<file path="src/rtl/srx_pkg.sv">
package srx_pkg;

  typedef enum logic [2:0] {
    ST_IDLE,
    ST_START,
    ST_DATA,
    ST_PAR,
    ST_STOP1,
    ST_STOP2,
    ST_BRKWAIT
  } srx_state_e;

  typedef enum logic [1:0] {
    PAR_OFF  = 2'd0,
    PAR_EVEN = 2'd1,
    PAR_ODD  = 2'd2,
    PAR_OFF3 = 2'd3
  } srx_par_e;

  // per-character error result
  typedef struct packed {
    logic brk;
    logic frm;
    logic par;
  } srx_err_t;

  // sticky status flags
  typedef struct packed {
    logic ovr;
    logic brk;
    logic frm;
    logic par;
  } srx_flags_t;

endpackage

</file>
<file path="src/rtl/srx_sync.sv">
module srx_sync #(
  parameter int   STAGES    = 2,
  parameter logic RESET_VAL = 1'b1
) (
  input  logic clk,
  input  logic rst_n,
  input  logic d_i,
  output logic q_o
);

  logic [STAGES-1:0] chain_q;
  logic [STAGES-1:0] chain_d;

  generate
    if (STAGES == 1) begin : g_one
      always_comb chain_d = d_i;
    end else begin : g_many
      always_comb chain_d = {chain_q[STAGES-2:0], d_i};
    end
  endgenerate

  always_ff @(posedge clk or negedge rst_n) begin
    if (!rst_n) chain_q <= {STAGES{RESET_VAL}};
    else        chain_q <= chain_d;
  end

  assign q_o = chain_q[STAGES-1];

endmodule

</file>
<file path="src/rtl/srx_framer.sv">
module srx_framer
  import srx_pkg::*;
#(
  parameter int OSR      = 16,
  parameter int MIN_BITS = 5,
  parameter int MAX_BITS = 9,
  localparam int CW      = $clog2(OSR),
  localparam int IW      = $clog2(MAX_BITS + 1)
) (
  input  logic                clk,
  input  logic                rst_n,
  input  logic                tick_i,
  input  logic                rx_i,
  input  logic [IW-1:0]       cfg_bits_i,
  input  logic [1:0]          cfg_par_i,
  input  logic                cfg_two_stop_i,
  output logic                done_o,
  output logic [MAX_BITS-1:0] data_o,
  output srx_err_t            err_o
);

  localparam logic [CW-1:0] HALF_C = CW'(OSR / 2 - 1);
  localparam logic [CW-1:0] LAST_C = CW'(OSR - 1);
  localparam logic [IW-1:0] MINB_C = IW'(MIN_BITS);
  localparam logic [IW-1:0] MAXB_C = IW'(MAX_BITS);

  srx_state_e          state_q, state_d;
  logic [CW-1:0]       cnt_q, cnt_d;
  logic [IW-1:0]       idx_q, idx_d;
  logic [MAX_BITS-1:0] sh_q, sh_d;
  logic                pacc_q, pacc_d;
  logic                zero_q, zero_d;
  logic                perr_q, perr_d;
  logic                ferr_q, ferr_d;
  logic                done_q, done_d;
  logic [MAX_BITS-1:0] data_q, data_d;
  srx_err_t            err_q, err_d;

  logic [IW-1:0]       nbits;
  logic                par_on;
  logic                par_odd;
  logic                mid_hit;
  logic                full_hit;
  logic [MAX_BITS-1:0] aligned;

  // configuration decode
  always_comb begin
    if (cfg_bits_i < MINB_C)      nbits = MINB_C;
    else if (cfg_bits_i > MAXB_C) nbits = MAXB_C;
    else                          nbits = cfg_bits_i;
    par_on  = (cfg_par_i == PAR_EVEN) || (cfg_par_i == PAR_ODD);
    par_odd = (cfg_par_i == PAR_ODD);
  end

  assign mid_hit  = tick_i && (cnt_q == HALF_C);
  assign full_hit = tick_i && (cnt_q == LAST_C);
  assign aligned  = sh_q >> (MAXB_C - nbits);

  // next-state logic
  always_comb begin
    state_d = state_q;
    cnt_d   = cnt_q;
    idx_d   = idx_q;
    sh_d    = sh_q;
    pacc_d  = pacc_q;
    zero_d  = zero_q;
    perr_d  = perr_q;
    ferr_d  = ferr_q;
    done_d  = 1'b0;
    data_d  = data_q;
    err_d   = err_q;

    if (tick_i && (state_q != ST_IDLE) && (state_q != ST_BRKWAIT)) begin
      cnt_d = full_hit ? '0 : cnt_q + 1'b1;
    end

    unique case (state_q)
      ST_IDLE: begin
        if (tick_i && !rx_i) begin
          state_d = ST_START;
          cnt_d   = '0;
          idx_d   = '0;
          pacc_d  = 1'b0;
          zero_d  = 1'b1;
          perr_d  = 1'b0;
          ferr_d  = 1'b0;
        end
      end
      ST_START: begin
        if (mid_hit) begin
          cnt_d   = '0;
          state_d = rx_i ? ST_IDLE : ST_DATA;
        end
      end
      ST_DATA: begin
        if (full_hit) begin
          sh_d   = {rx_i, sh_q[MAX_BITS-1:1]};
          pacc_d = pacc_q ^ rx_i;
          zero_d = zero_q & ~rx_i;
          if (idx_q == nbits - 1'b1) begin
            idx_d   = '0;
            state_d = par_on ? ST_PAR : ST_STOP1;
          end else begin
            idx_d = idx_q + 1'b1;
          end
        end
      end
      ST_PAR: begin
        if (full_hit) begin
          perr_d  = pacc_q ^ rx_i ^ par_odd;
          zero_d  = zero_q & ~rx_i;
          state_d = ST_STOP1;
        end
      end
      ST_STOP1: begin
        if (full_hit) begin
          if (!rx_i && zero_q) begin
            done_d    = 1'b1;
            data_d    = '0;
            err_d.brk = 1'b1;
            err_d.frm = 1'b1;
            err_d.par = 1'b0;
            state_d   = ST_BRKWAIT;
          end else if (cfg_two_stop_i) begin
            ferr_d  = ~rx_i;
            state_d = ST_STOP2;
          end else begin
            done_d    = 1'b1;
            data_d    = aligned;
            err_d.brk = 1'b0;
            err_d.frm = ~rx_i;
            err_d.par = perr_q;
            state_d   = ST_IDLE;
          end
        end
      end
      ST_STOP2: begin
        if (full_hit) begin
          done_d    = 1'b1;
          data_d    = aligned;
          err_d.brk = 1'b0;
          err_d.frm = ferr_q | ~rx_i;
          err_d.par = perr_q;
          state_d   = ST_IDLE;
        end
      end
      ST_BRKWAIT: begin
        if (rx_i) state_d = ST_IDLE;
      end
      default: state_d = ST_IDLE;
    endcase
  end

  // registers
  always_ff @(posedge clk or negedge rst_n) begin
    if (!rst_n) begin
      state_q <= ST_IDLE;
      cnt_q   <= '0;
      idx_q   <= '0;
      sh_q    <= '0;
      pacc_q  <= 1'b0;
      zero_q  <= 1'b0;
      perr_q  <= 1'b0;
      ferr_q  <= 1'b0;
      done_q  <= 1'b0;
      data_q  <= '0;
      err_q   <= '0;
    end else begin
      state_q <= state_d;
      cnt_q   <= cnt_d;
      idx_q   <= idx_d;
      sh_q    <= sh_d;
      pacc_q  <= pacc_d;
      zero_q  <= zero_d;
      perr_q  <= perr_d;
      ferr_q  <= ferr_d;
      done_q  <= done_d;
      data_q  <= data_d;
      err_q   <= err_d;
    end
  end

  assign done_o = done_q;
  assign data_o = data_q;
  assign err_o  = err_q;

endmodule

</file>
<file path="src/rtl/srx_holdreg.sv">
module srx_holdreg
  import srx_pkg::*;
#(
  parameter int DW = 9
) (
  input  logic          clk,
  input  logic          rst_n,
  input  logic          done_i,
  input  logic [DW-1:0] data_i,
  input  srx_err_t      err_i,
  input  logic          rd_data_i,
  input  logic          rd_stat_i,
  output logic          valid_o,
  output logic [DW-1:0] data_o,
  output srx_flags_t    flags_o
);

  logic          valid_q, valid_d;
  logic [DW-1:0] data_q, data_d;
  srx_flags_t    flags_q, flags_d;
  srx_flags_t    set_v;
  logic          is_char;
  logic          load_en;
  logic          ovr_hit;

  assign is_char = done_i && !err_i.brk;
  assign load_en = is_char && (!valid_q || rd_data_i);
  assign ovr_hit = is_char && valid_q && !rd_data_i;

  always_comb begin
    set_v.ovr = ovr_hit;
    set_v.brk = done_i && err_i.brk;
    set_v.frm = done_i && err_i.frm;
    set_v.par = done_i && err_i.par;

    if (load_en)        valid_d = 1'b1;
    else if (rd_data_i) valid_d = 1'b0;
    else                valid_d = valid_q;

    data_d  = load_en ? data_i : data_q;
    flags_d = (rd_stat_i ? srx_flags_t'('0) : flags_q) | set_v;
  end

  always_ff @(posedge clk or negedge rst_n) begin
    if (!rst_n) begin
      valid_q <= 1'b0;
      data_q  <= '0;
      flags_q <= '0;
    end else begin
      valid_q <= valid_d;
      data_q  <= data_d;
      flags_q <= flags_d;
    end
  end

  assign valid_o = valid_q;
  assign data_o  = data_q;
  assign flags_o = flags_q;

endmodule

</file>
<file path="src/rtl/srx_receiver.sv">
module srx_receiver
  import srx_pkg::*;
#(
  parameter int OSR         = 16,
  parameter int MIN_BITS    = 5,
  parameter int MAX_BITS    = 9,
  parameter int SYNC_STAGES = 2,
  localparam int IW         = $clog2(MAX_BITS + 1)
) (
  input  logic                clk,
  input  logic                rst_n,
  input  logic                os_tick,
  input  logic                rx_line,
  input  logic [IW-1:0]       cfg_data_bits,
  input  logic [1:0]          cfg_parity,
  input  logic                cfg_two_stop,
  input  logic                rd_data_strobe,
  input  logic                rd_status_strobe,
  output logic [MAX_BITS-1:0] rx_data,
  output logic                rx_valid,
  output logic                err_frame,
  output logic                err_parity,
  output logic                err_break,
  output logic                err_overrun
);

  logic                rst_int_n;
  logic                rx_s;
  logic                frm_done;
  logic [MAX_BITS-1:0] frm_data;
  srx_err_t            frm_err;
  srx_flags_t          flags;

  // reset: asynchronous assertion, synchronous release
  srx_sync #(.STAGES(2), .RESET_VAL(1'b0)) rst_sync_i (
    .clk   (clk),
    .rst_n (rst_n),
    .d_i   (1'b1),
    .q_o   (rst_int_n)
  );

  srx_sync #(.STAGES(SYNC_STAGES), .RESET_VAL(1'b1)) line_sync_i (
    .clk   (clk),
    .rst_n (rst_int_n),
    .d_i   (rx_line),
    .q_o   (rx_s)
  );

  srx_framer #(.OSR(OSR), .MIN_BITS(MIN_BITS), .MAX_BITS(MAX_BITS)) framer_i (
    .clk            (clk),
    .rst_n          (rst_int_n),
    .tick_i         (os_tick),
    .rx_i           (rx_s),
    .cfg_bits_i     (cfg_data_bits),
    .cfg_par_i      (cfg_parity),
    .cfg_two_stop_i (cfg_two_stop),
    .done_o         (frm_done),
    .data_o         (frm_data),
    .err_o          (frm_err)
  );

  srx_holdreg #(.DW(MAX_BITS)) hold_i (
    .clk       (clk),
    .rst_n     (rst_int_n),
    .done_i    (frm_done),
    .data_i    (frm_data),
    .err_i     (frm_err),
    .rd_data_i (rd_data_strobe),
    .rd_stat_i (rd_status_strobe),
    .valid_o   (rx_valid),
    .data_o    (rx_data),
    .flags_o   (flags)
  );

  assign err_frame   = flags.frm;
  assign err_parity  = flags.par;
  assign err_break   = flags.brk;
  assign err_overrun = flags.ovr;

endmodule

</file>
<file path="config.mk">
export PLATFORM = sky130hd
export DESIGN_NAME = srx_receiver
export DESIGN_NICKNAME = d
export VERILOG_FILES = /design/src/rtl/srx_pkg.sv /design/src/rtl/srx_sync.sv /design/src/rtl/srx_framer.sv /design/src/rtl/srx_holdreg.sv /design/src/rtl/srx_receiver.sv
export SDC_FILE = /design/constraint.sdc
export NUM_CORES = 1
export LEC_CHECK = 0
export BUFFER_PORTS_ARGS = -buffer_cell sky130_fd_sc_hd__buf_2
export CAP_MARGIN = 20
export CORE_MARGIN = 1.5
export CORE_UTILIZATION = 53
export DETAILED_ROUTE_END_ITERATION = 10
export PLACE_DENSITY = 0.79
export SLEW_MARGIN = 20
export SYNTH_ARGS = -nofsm -noshare
export SYNTH_HDL_FRONTEND = slang
export SYNTH_SLANG_ARGS = --single-unit
export TNS_END_PERCENT = 1
</file>
<file path="constraint.sdc">
create_clock -name clk -period 1.5 [get_ports clk]
set_input_delay 0.15 -clock clk [delete_from_list [all_inputs] [get_ports clk]]
set_output_delay 0.15 -clock clk [all_outputs]
set_load 0.05 [all_outputs]
</file>
==> flow_summary.json, run 1 <==
{
  "status": "finished with violations",
  "violations": "negative setup slack",
  "track_usage": 0.250,
  "grt_pass1_vias": 2633,
  "worstSetupPathType": "register to register",
  "synth.area.top_cells": "dfrtp_1, mux2_1, nand2_1",
  "synth_top_area_share": 0.459,
  "cts-root-buf": "clkbuf_8",
  "final_antenna_net_count": 0,
  "r2r_cells": 6,
  "area.growth.synth_to_final_pct": 35.5,
  "row_count": 26,
  "synth_cell_types": 50,
  "grt_pass1_wl_um": 11800,
  "crit_family": "simple AND/OR/NAND/NOR gates",
  "power.total_w": 0.00413,
  "gp_congestion": 0.870,
  "postLayoutCoreUtil": 0.756,
  "vias": 2566,
  "coreArea_um2": 5170,
  "grt_max_degree": 41,
  "port_buffers": 26,
  "power_density_nw_per_um2": 1060,
  "synth_most_common_cell": "dfrtp_1",
  "fin_crit_ns": 1.88,
  "instances_no_fill": 458,
  "diodes": 0,
  "synth-seq-cells": 55,
  "required_ns": 1.70,
  "dp_slack_ns": -0.747,
  "whs_ns": 0.0456,
  "fin_crit_sh": 1.26,
  "synth_area_per_cell_um2": 9.82,
  "gr-total-overflow": 0,
  "synth_common_cells": "dfrtp_1, nand2_1, a21oi_1, nor2_1, mux2_1",
  "routed.top_layer": "met4",
  "layout-drive-gt1-share": 0.371,
  "clk_transition_reported_paths_ns": 0.10,
  "syn-num-nets": 312,
  "clock_sinks": 55,
  "p_leak_nw": 1.97,
  "die_area_um2": 5900,
  "dp_cells": 443,
  "yosys_warnings": 0,
  "cp.depth": 6,
  "drt_pass1_iterations": 5,
  "clockBufferDepth": 2,
  "vias_per_cell": 5.60,
  "nets": 405,
  "h-tree-depth": 2,
  "drv_slew": 0,
  "rsz0062_at_grt": "yes",
  "synth_area_um2": 2890,
  "io_pins": 27,
  "worst_slack_ns": -0.385,
  "cts_tree": "built",
  "wl_met1_um": 2990,
  "timing.critical_path.from_type": "register",
  "ys.flop_type": "dfrtp_1",
  "synth-edff-count": 0,
  "yosysTopAreaCell": "dfrtp_1",
  "synthArstFlopShare": 1.00,
  "drc": 0,
  "wirelength_um": 6990,
  "insertion_delay_ns": 0.31,
  "antenna_found_initial": 0,
  "ys_seq_area_frac": 0.478,
  "vdd_drop_max_mv": 0.746,
  "critPathMaxFanout": 4,
  "hp-class": "input pin to register",
  "wl_met3_um": 316,
  "wl_per_cell_um": 15.3,
  "final_hold_viol_count": 0,
  "worstPathArrival_ns": 2.08,
  "holdPathStages": 2,
  "wl_met2_um": 3630,
  "synth_cells": 294,
  "initial_core_util": 0.558,
  "die_x_um": 76.8,
  "max_stage_delay_ns": 0.43,
  "first_iter_violations": 198,
  "hpwl_um": 4940,
  "cpMaxStageDelayCell": "or3b_4",
  "max_cap_violations": 0,
  "numCtsBuffers": 5,
  "max_freq_mhz": 531,
  "critical_path.cell_chain": "ha_4, and4_4, o21ai_2, a22oi_1, or3b_4, mux2_4",
  "cp-end-kind": "register",
  "fin_skew_ns": 0.00556,
  "finalSetupViolCount": 34,
  "die_h_um": 76.8,
  "cp_num_buf_inv": 0
}
## path summary, 6_finish.rpt
path	start	end	slack, ns
worst max-delay path	framer_i.cnt_q[0]$_DFF_PN0_	framer_i.state_q[2]$_DFFE_PN0P_	-0.38
worst min-delay path	rd_status_strobe	hold_i.flags_o[2]$_DFF_PN0_	0.05
worst max register to register	framer_i.cnt_q[0]$_DFF_PN0_	framer_i.state_q[2]$_DFFE_PN0P_	-0.38
worst min register to register	rst_sync_i.chain_q[1]$_DFF_PN0_	framer_i.perr_q$_DFFE_PN0P_	0.18
max in group asynchronous	rst_sync_i.chain_q[1]$_DFF_PN0_	framer_i.sh_q[7]$_DFFE_PN0P_	0.80
min in group asynchronous	rst_n	rst_sync_i.chain_q[1]$_DFF_PN0_	0.15
## metrics by stage
stage | setup TNS [ns] | cell area (um2)
detailed placement | -8.67 | 3610
CTS | -3.19 | 3830
floorplan | -16.67 | 2950
global placement | -7.37 | 3610
finish | -5.14 | 3910
global route | -8.12 | 3910
## cells by family after synthesis
group	after synthesis	synth area share
other cells	1	0.00130
mux	29	0.112
fa+ha+maj	5	0.0217
xor+xnor	8	0.0243
simple gates	92	0.160
flops	55	0.478
compound gates	79	0.169
buf+inv	25	0.0338
## sequential cells by signal, indices dropped and copies added, names as in the netlist
signal               cells
hold_i.valid_o           1
framer_i.pacc_q          1
framer_i.perr_q          1
framer_i.cnt_q           4
line_sync_i.chain_q      2
framer_i.zero_q          1
framer_i.done_o          1
hold_i.flags_o           4
framer_i.ferr_q          1
framer_i.err_o           3
framer_i.idx_q           4
hold_i.data_o            9
framer_i.state_q         3
framer_i.sh_q            9
framer_i.data_o          9
rst_sync_i.chain_q       2
## what timing repair did
item | 4_1_cts | 5_1_grt
resized for setup | 23 | 12
hold endpoints to repair | 3 | 0
endpoints found under the setup margin | 35 | 36
buffers inserted | 2 | 3
pin swaps | 18 | 12
hold buffers | 2 | 0
## cell type report
cell class / count / area [um2]
Clock inverter: 3 / 22.5
Tap cell: 70 / 87.6
Inverter: 11 / 41.3
Fill cell: 348 / 1260
Timing Repair Buffer: 100 / 738
Sequential cell: 55 / 1380
Multi-Input combinational cell: 214 / 1570
Clock buffer: 5 / 68.8
## routing by layer
layer / track usage / up-vias
met3: 0.0298 / 4
met1: 0.315 / 1248
met2: 0.445 / 77
met4: 0.0778 / 0
li1: - / 1237
met5: 0 / -
## cells in the final DEF, fill, tap and decap left out, types with 5 or more instances in the layout
cell type  synthesis  final
a211oi_1           6      6
a21oi_1           21     20
buf_2              0     24
buf_4              1     66
buf_6              0      6
clkbuf_8           0      5
dfrtp_1           53     52
inv_1              9      9
mux2_1            18     13
mux2_4             2      7
mux2i_1            9      9
nand2_1           34     30
nand2b_1           9      8
nand3_1            5      5
nor2_1            19     15
nor2b_1            8      8
o21ai_0            9      7
o21ai_1           13     12
o22ai_1            8      7
## where the power goes
group / internal (W) / switching [W] / total (W) / leakage, nW
registers: 0.00158 / 0.000138 / 0.00172 / 0.746
logic: 0.000822 / 0.000734 / 0.00156 / 1.18
clock network: 0.000336 / 0.000516 / 0.000853 / 0.0485
total: 0.00274 / 0.00139 / 0.00413 / 1.97
## worst reg2reg max path: stages, from the launching register on
cell and delay (ns):
dfrtp_1 0.42, ha_4 0.17, and4_4 0.24, o21ai_2 0.07, a22oi_1 0.14, or3b_4 0.43, mux2_4 0.31
Note: power is estimated with default switching activity, not from simulation.
==> inputs of run 2 (changes only) <==
--- a/config.mk
+++ b/config.mk
@@ -7,8 +7,10 @@
 export LEC_CHECK = 0
 export BUFFER_PORTS_ARGS = -buffer_cell sky130_fd_sc_hd__buf_2
 export CAP_MARGIN = 20
+export CELL_PAD_IN_SITES_DETAIL_PLACEMENT = 1
+export CELL_PAD_IN_SITES_GLOBAL_PLACEMENT = 1
 export CORE_MARGIN = 1.5
-export CORE_UTILIZATION = 53
+export CORE_UTILIZATION = 41
 export DETAILED_ROUTE_END_ITERATION = 10
 export PLACE_DENSITY = 0.79
 export SLEW_MARGIN = 20
==> run 2 against run 1 <==
Against the previous run: the run still ends with negative setup slack left; final cell count is 5.2% higher; wire length increased by 19%; critical path depth unchanged; total power is 3.8% higher; first-iteration DRC count decreased by 51%; critical path type unchanged.
==> flow_summary.json, run 2 (synthesis results as in run 1) <==
{
  "diodes": 0,
  "h-tree-depth": 2,
  "vias_per_cell": 5.45,
  "power.total_w": 0.00429,
  "track_usage": 0.230,
  "critical_path.cell_chain": "ha_4, and3_1, a31oi_1, a22oi_2, or3b_4, mux2_4",
  "gr-total-overflow": 0,
  "coreArea_um2": 6790,
  "worstSetupPathType": "register to register",
  "area.growth.synth_to_final_pct": 36.3,
  "wl_per_cell_um": 17.3,
  "layout-drive-gt1-share": 0.370,
  "fin_crit_sh": 1.29,
  "cp-end-kind": "register",
  "fin_crit_ns": 1.93,
  "io_pins": 27,
  "nets": 403,
  "final_antenna_net_count": 0,
  "swShare": 0.360,
  "port_buffers": 26,
  "antenna_found_initial": 0,
  "grt_pass1_wl_um": 13300,
  "final_common_cell": "buf_4",
  "p_seq_frac": 0.406,
  "vias": 2628,
  "p_switching_w": 0.00154,
  "finalSetupViolCount": 33,
  "clockBufferDepth": 2,
  "drv_slew": 0,
  "die_h_um": 86.9,
  "mostFrequentLayoutCells": "buf_4, dfrtp_1, nand2_1",
  "numCtsBuffers": 5,
  "gp_congestion": 0.808,
  "drc": 0,
  "worst_slack_ns": -0.429,
  "drt_pass1_iterations": 4,
  "die_area_um2": 7550,
  "first_iter_violations": 98,
  "grt_pass1_vias": 2729,
  "worstPathArrival_ns": 2.16,
  "status": "finished with violations",
  "insertion_delay_ns": 0.33,
  "power.internal_w": 0.00275,
  "rsz0062_at_grt": "yes",
  "fin_skew_ns": 0.0146,
  "grt_max_degree": 22,
  "hpwl_um": 5890,
  "max_stage_delay_ns": 0.43,
  "max_cap_violations": 0,
  "power_density_nw_per_um2": 1090,
  "violations": "negative setup slack",
  "row_count": 30,
  "whs_ns": 0.0509,
  "cpMaxStageDelayCell": "or3b_4",
  "cts_tree": "built",
  "hp-class": "input pin to register",
  "instances_no_fill": 482,
  "wirelength_um": 8330,
  "p_comb_frac": 0.382,
  "dp_slack_ns": -0.789,
  "dp_cells": 467,
  "max_freq_mhz": 518,
  "critPathMaxFanout": 3,
  "clkPwrFrac": 0.213,
  "p_leak_nw": 1.92,
  "final_hold_viol_count": 0,
  "timing.critical_path.from_type": "register",
  "vdd_drop_max_mv": 0.527,
  "required_ns": 1.73,
  "cts-root-buf": "clkbuf_8",
  "initial_core_util": 0.425,
  "clk_transition_reported_paths_ns": 0.11,
  "clock_sinks": 55,
  "die_x_um": 86.9
}
-- run 2: changes by cell type in the layout (fill, tap and decap cells not counted), moves of 3 or more --
cell	change
mux2_4	-5
mux2_1	+5
o21ai_1	-3
buf_4	-4
-- run 2: final timing paths --
kind | startpoint | endpoint | slack, ns | cells after the start
worst min register to register | rst_sync_i.chain_q[1]$_DFF_PN0_ | framer_i.sh_q[2]$_DFFE_PN0P_ | 0.19 | 0
worst min-delay path | rd_status_strobe | hold_i.flags_o[2]$_DFF_PN0_ | 0.05 | 2
worst max register to register | framer_i.cnt_q[0]$_DFF_PN0_ | framer_i.state_q[2]$_DFFE_PN0P_ | -0.43 | 6
min in group asynchronous | rst_n | rst_sync_i.chain_q[1]$_DFF_PN0_ | 0.12 | 2
worst max-delay path | framer_i.cnt_q[0]$_DFF_PN0_ | framer_i.state_q[2]$_DFFE_PN0P_ | -0.43 | 6
max in group asynchronous | rst_sync_i.chain_q[1]$_DFF_PN0_ | framer_i.state_q[1]$_DFFE_PN0P_ | 0.70 | 1
-- run 2: final cells by class --
| class | count | area (um2) |
|---|---|---|
| clock buffers | 5 | 68.8 |
| clock inverters | 3 | 28.8 |
| fillers | 775 | 2860 |
| inverters | 11 | 41.3 |
| multi-input cells | 214 | 1560 |
| flip-flops and latches | 55 | 1380 |
| well taps | 96 | 120 |
| repair buffers | 98 | 736 |
-- run 2: power by group through the flow --
stage	Sequential, W	Combinational [W]	Clock (W)
after global placement	0.00173	0.00135	0
after CTS	0.00171	0.00153	0.000926
after floorplan	0.00172	0.000733	0
after global routing	0.00176	0.00176	0.000984
final	0.00174	0.00164	0.000912
after detailed placement	0.00174	0.00144	0
-- run 2: stage by stage --
step	cell area, um2	utilization	setup TNS (ns)
after floorplan	2950	-	-16.67
after global placement	3640	0.536	-7.08
after detailed placement	3640	0.536	-9.37
after CTS	3840	0.565	-6.20
after global routing	3930	0.579	-8.08
final	3930	0.579	-4.81
-- run 2: layer usage --
| metal | track usage | vias to the layer above | share of wire |
|---|---|---|---|
| met4 | 0.0880 | 0 | 0.017 |
| met2 | 0.409 | 52 | 0.53 |
| met1 | 0.283 | 1335 | 0.43 |
| met5 | 0 | - | 0 |
| li1 | - | 1230 | - |
| met3 | 0.0294 | 11 | 0.026 |
-- run 2: critical path: cells and delay by family, from the launching register on --
| kind | cells | cell delay, ns |
|---|---|---|
| AND/OR/NAND/NOR | 2 | 0.60 |
| flip-flops | 1 | 0.41 |
| AO/OA/AOI/OAI | 2 | 0.33 |
| multiplexers | 1 | 0.31 |
| adder cells (fa/ha/maj) | 1 | 0.17 |
-- run 2: what timing repair did --
action,CTS,global route
endpoints found under the setup margin,36,37
pin swaps,13,12
hold buffers,2,0
setup buffers,5,0
resized for setup,14,21
hold endpoints to repair,3,0
==> inputs of run 3 (changes only) <==
--- a/config.mk
+++ b/config.mk
@@ -5,7 +5,7 @@
 export SDC_FILE = /design/constraint.sdc
 export NUM_CORES = 1
 export LEC_CHECK = 0
-export BUFFER_PORTS_ARGS = -buffer_cell sky130_fd_sc_hd__buf_2
+export BUFFER_PORTS_ARGS = -buffer_cell sky130_fd_sc_hd__buf_4
 export CAP_MARGIN = 20
 export CELL_PAD_IN_SITES_DETAIL_PLACEMENT = 1
 export CELL_PAD_IN_SITES_GLOBAL_PLACEMENT = 1
@@ -13,6 +13,7 @@
 export CORE_UTILIZATION = 41
 export DETAILED_ROUTE_END_ITERATION = 10
 export PLACE_DENSITY = 0.79
+export REMOVE_ABC_BUFFERS = 1
 export SLEW_MARGIN = 20
 export SYNTH_ARGS = -nofsm -noshare
 export SYNTH_HDL_FRONTEND = slang
==> run 3 against run 2 <==
Against the previous run: the run still ends with negative setup slack left; global-route usage up 0.29 points; wire length up 1.0%; core utilization up 1.7 points; critical path type is now input pin to register.
==> flow_summary.json, run 3 (synthesis results as in run 1) <==
{
  "hp-class": "input pin to register",
  "worstPathArrival_ns": 2.13,
  "vias": 2610,
  "cp_num_buf_inv": 1,
  "die_x_um": 86.9,
  "io_pins": 27,
  "regArea_um2": 1380,
  "fin_setup_tns_ns": -5.21,
  "max_freq_mhz": 523,
  "numCtsBuffers": 5,
  "diodes": 0,
  "cts-root-buf": "clkbuf_8",
  "h-tree-depth": 2,
  "place_area_um2": 3660,
  "critPathLaunch": "cfg_data_bits[1]",
  "port_buffers": 26,
  "multi_input_area_um2": 1600,
  "nets": 406,
  "reg2reg_from": "framer_i.cnt_q[1]$_DFF_PN0_",
  "clockBufferDepth": 2,
  "mostFrequentLayoutCells": "buf_4, dfrtp_1, nand2_1",
  "row_count": 30,
  "rsz0062_at_grt": "yes",
  "power_density_nw_per_um2": 1070,
  "max_cap_violations": 0,
  "crit_family": "simple AND/OR/NAND/NOR gates",
  "worstSetupPathType": "input pin to register",
  "first_iter_violations": 59,
  "max_stage_delay_ns": 0.57,
  "fin_skew_ns": 0.0112,
  "drt_pass1_iterations": 4,
  "gp_congestion": 0.823,
  "fillers": 749,
  "cp-end-kind": "register",
  "postLayoutCoreUtil": 0.596,
  "dp_cells": 469,
  "layout-drive-gt1-share": 0.383,
  "area.growth.synth_to_final_pct": 40.3,
  "antenna_found_initial": 0,
  "critPathMaxFanout": 3,
  "grt_pass1_wl_um": 13600,
  "fin_crit_sh": 1.27,
  "die_h_um": 86.9,
  "finalSetupViolCount": 36,
  "gr-total-overflow": 0,
  "status": "finished with violations",
  "drc": 0,
  "p_leak_nw": 1.95,
  "design_area_um2": 4050,
  "wirelength_um": 8410,
  "clk_transition_reported_paths_ns": 0.11,
  "worst_slack_ns": -0.411,
  "wl_per_cell_um": 17.3,
  "coreArea_um2": 6790,
  "clock_sinks": 55,
  "instances_no_fill": 485,
  "final_hold_viol_count": 0,
  "die_area_um2": 7550,
  "timing.critical_path.from_type": "input pin",
  "crit_top_cell": "xnor2_2",
  "power.total_w": 0.00435,
  "grt_max_degree": 54,
  "cpMaxStageDelayCell": "or4b_4",
  "track_usage": 0.233,
  "hpwl_um": 5690,
  "final_common_cell": "buf_4",
  "violations": "negative setup slack",
  "drv_slew": 0,
  "vias_per_cell": 5.38,
  "insertion_delay_ns": 0.33,
  "initial_core_util": 0.425,
  "cts_tree": "built",
  "hold_path.startpoint": "rd_status_strobe",
  "final_antenna_net_count": 0,
  "grt_pass1_vias": 2794,
  "required_ns": 1.72,
  "critical_path.cell_chain": "buf_6, or4b_4, nand2_4, ha_4, xnor2_2, xnor2_2, a21oi_2, or3b_4, o31ai_1",
  "vdd_drop_max_mv": 0.520,
  "fin_crit_ns": 1.91
}
[run 3: changes by cell type in the layout (fill, tap and decap cells not counted), moves of 4 or more]
cell	delta
o21ai_1	+4
buf_4	+27
buf_2	-24
o21ai_2	-4
[run 3: final cells by class]
cell class / instances / area share
repair buffers: 101 / 0.201
multi-input cells: 214 / 0.394
clock inverters: 3 / 0.00711
flip-flops and latches: 55 / 0.341
inverters: 11 / 0.0102
clock buffers: 5 / 0.0170
well taps: 96 / 0.0297
[run 3: stage by stage]
step | setup slack [ns] | hold WS (ns)
final | -0.411 | 0.0345
after global routing | -0.486 | 0.0343
after CTS | -0.364 | 0.0368
after detailed placement | -0.804 | -0.0661
after global placement | -0.767 | -0.0676
after floorplan | -0.741 | -0.146
[run 3: worst paths after layout]
check	slack, ns	cells after the start	end
max in group asynchronous	0.95	1	line_sync_i.chain_q[1]$_DFF_PN1_
min in group asynchronous	0.13	2	rst_sync_i.chain_q[1]$_DFF_PN0_
min reg2reg	0.26	1	hold_i.data_o[7]$_DFFE_PN0P_
max	-0.41	9	framer_i.state_q[0]$_DFFE_PN0P_
min	0.03	2	hold_i.flags_o[0]$_DFF_PN0_
max reg2reg	-0.37	6	framer_i.state_q[0]$_DFFE_PN0P_
[run 3: where the power goes]
group          switching (W)  internal (W)
registers           0.000127       0.00159
clock network       0.000560      0.000348
logic               0.000843      0.000886
total                0.00153       0.00282
[run 3: repair_timing]
action,in CTS,in global routing
hold buffers,2,0
endpoints found under the setup margin,36,36
hold endpoints to repair,3,0
gates resized for setup,38,15
pin swaps,19,6
buffers inserted,5,1
[run 3: worst reg2reg max path: stages (launching register included)]
cell	delay [ns]
dfrtp_1	0.42
ha_4	0.18
and4_4	0.22
o21ai_1	0.09
a22oi_2	0.13
or3b_4	0.42
o31ai_1	0.31
[run 3: routing by layer]
| layer | track usage | routed length [um] | part of all wire | vias to the layer above |
|---|---|---|---|---|
| met4 | 0.0880 | 180 | 0.021 | 0 |
| li1 | - | - | - | 1237 |
| met5 | 0 | 0 | 0 | - |
| met3 | 0.0360 | 316 | 0.038 | 16 |
| met1 | 0.275 | 3490 | 0.41 | 1298 |
| met2 | 0.423 | 4420 | 0.53 | 59 |
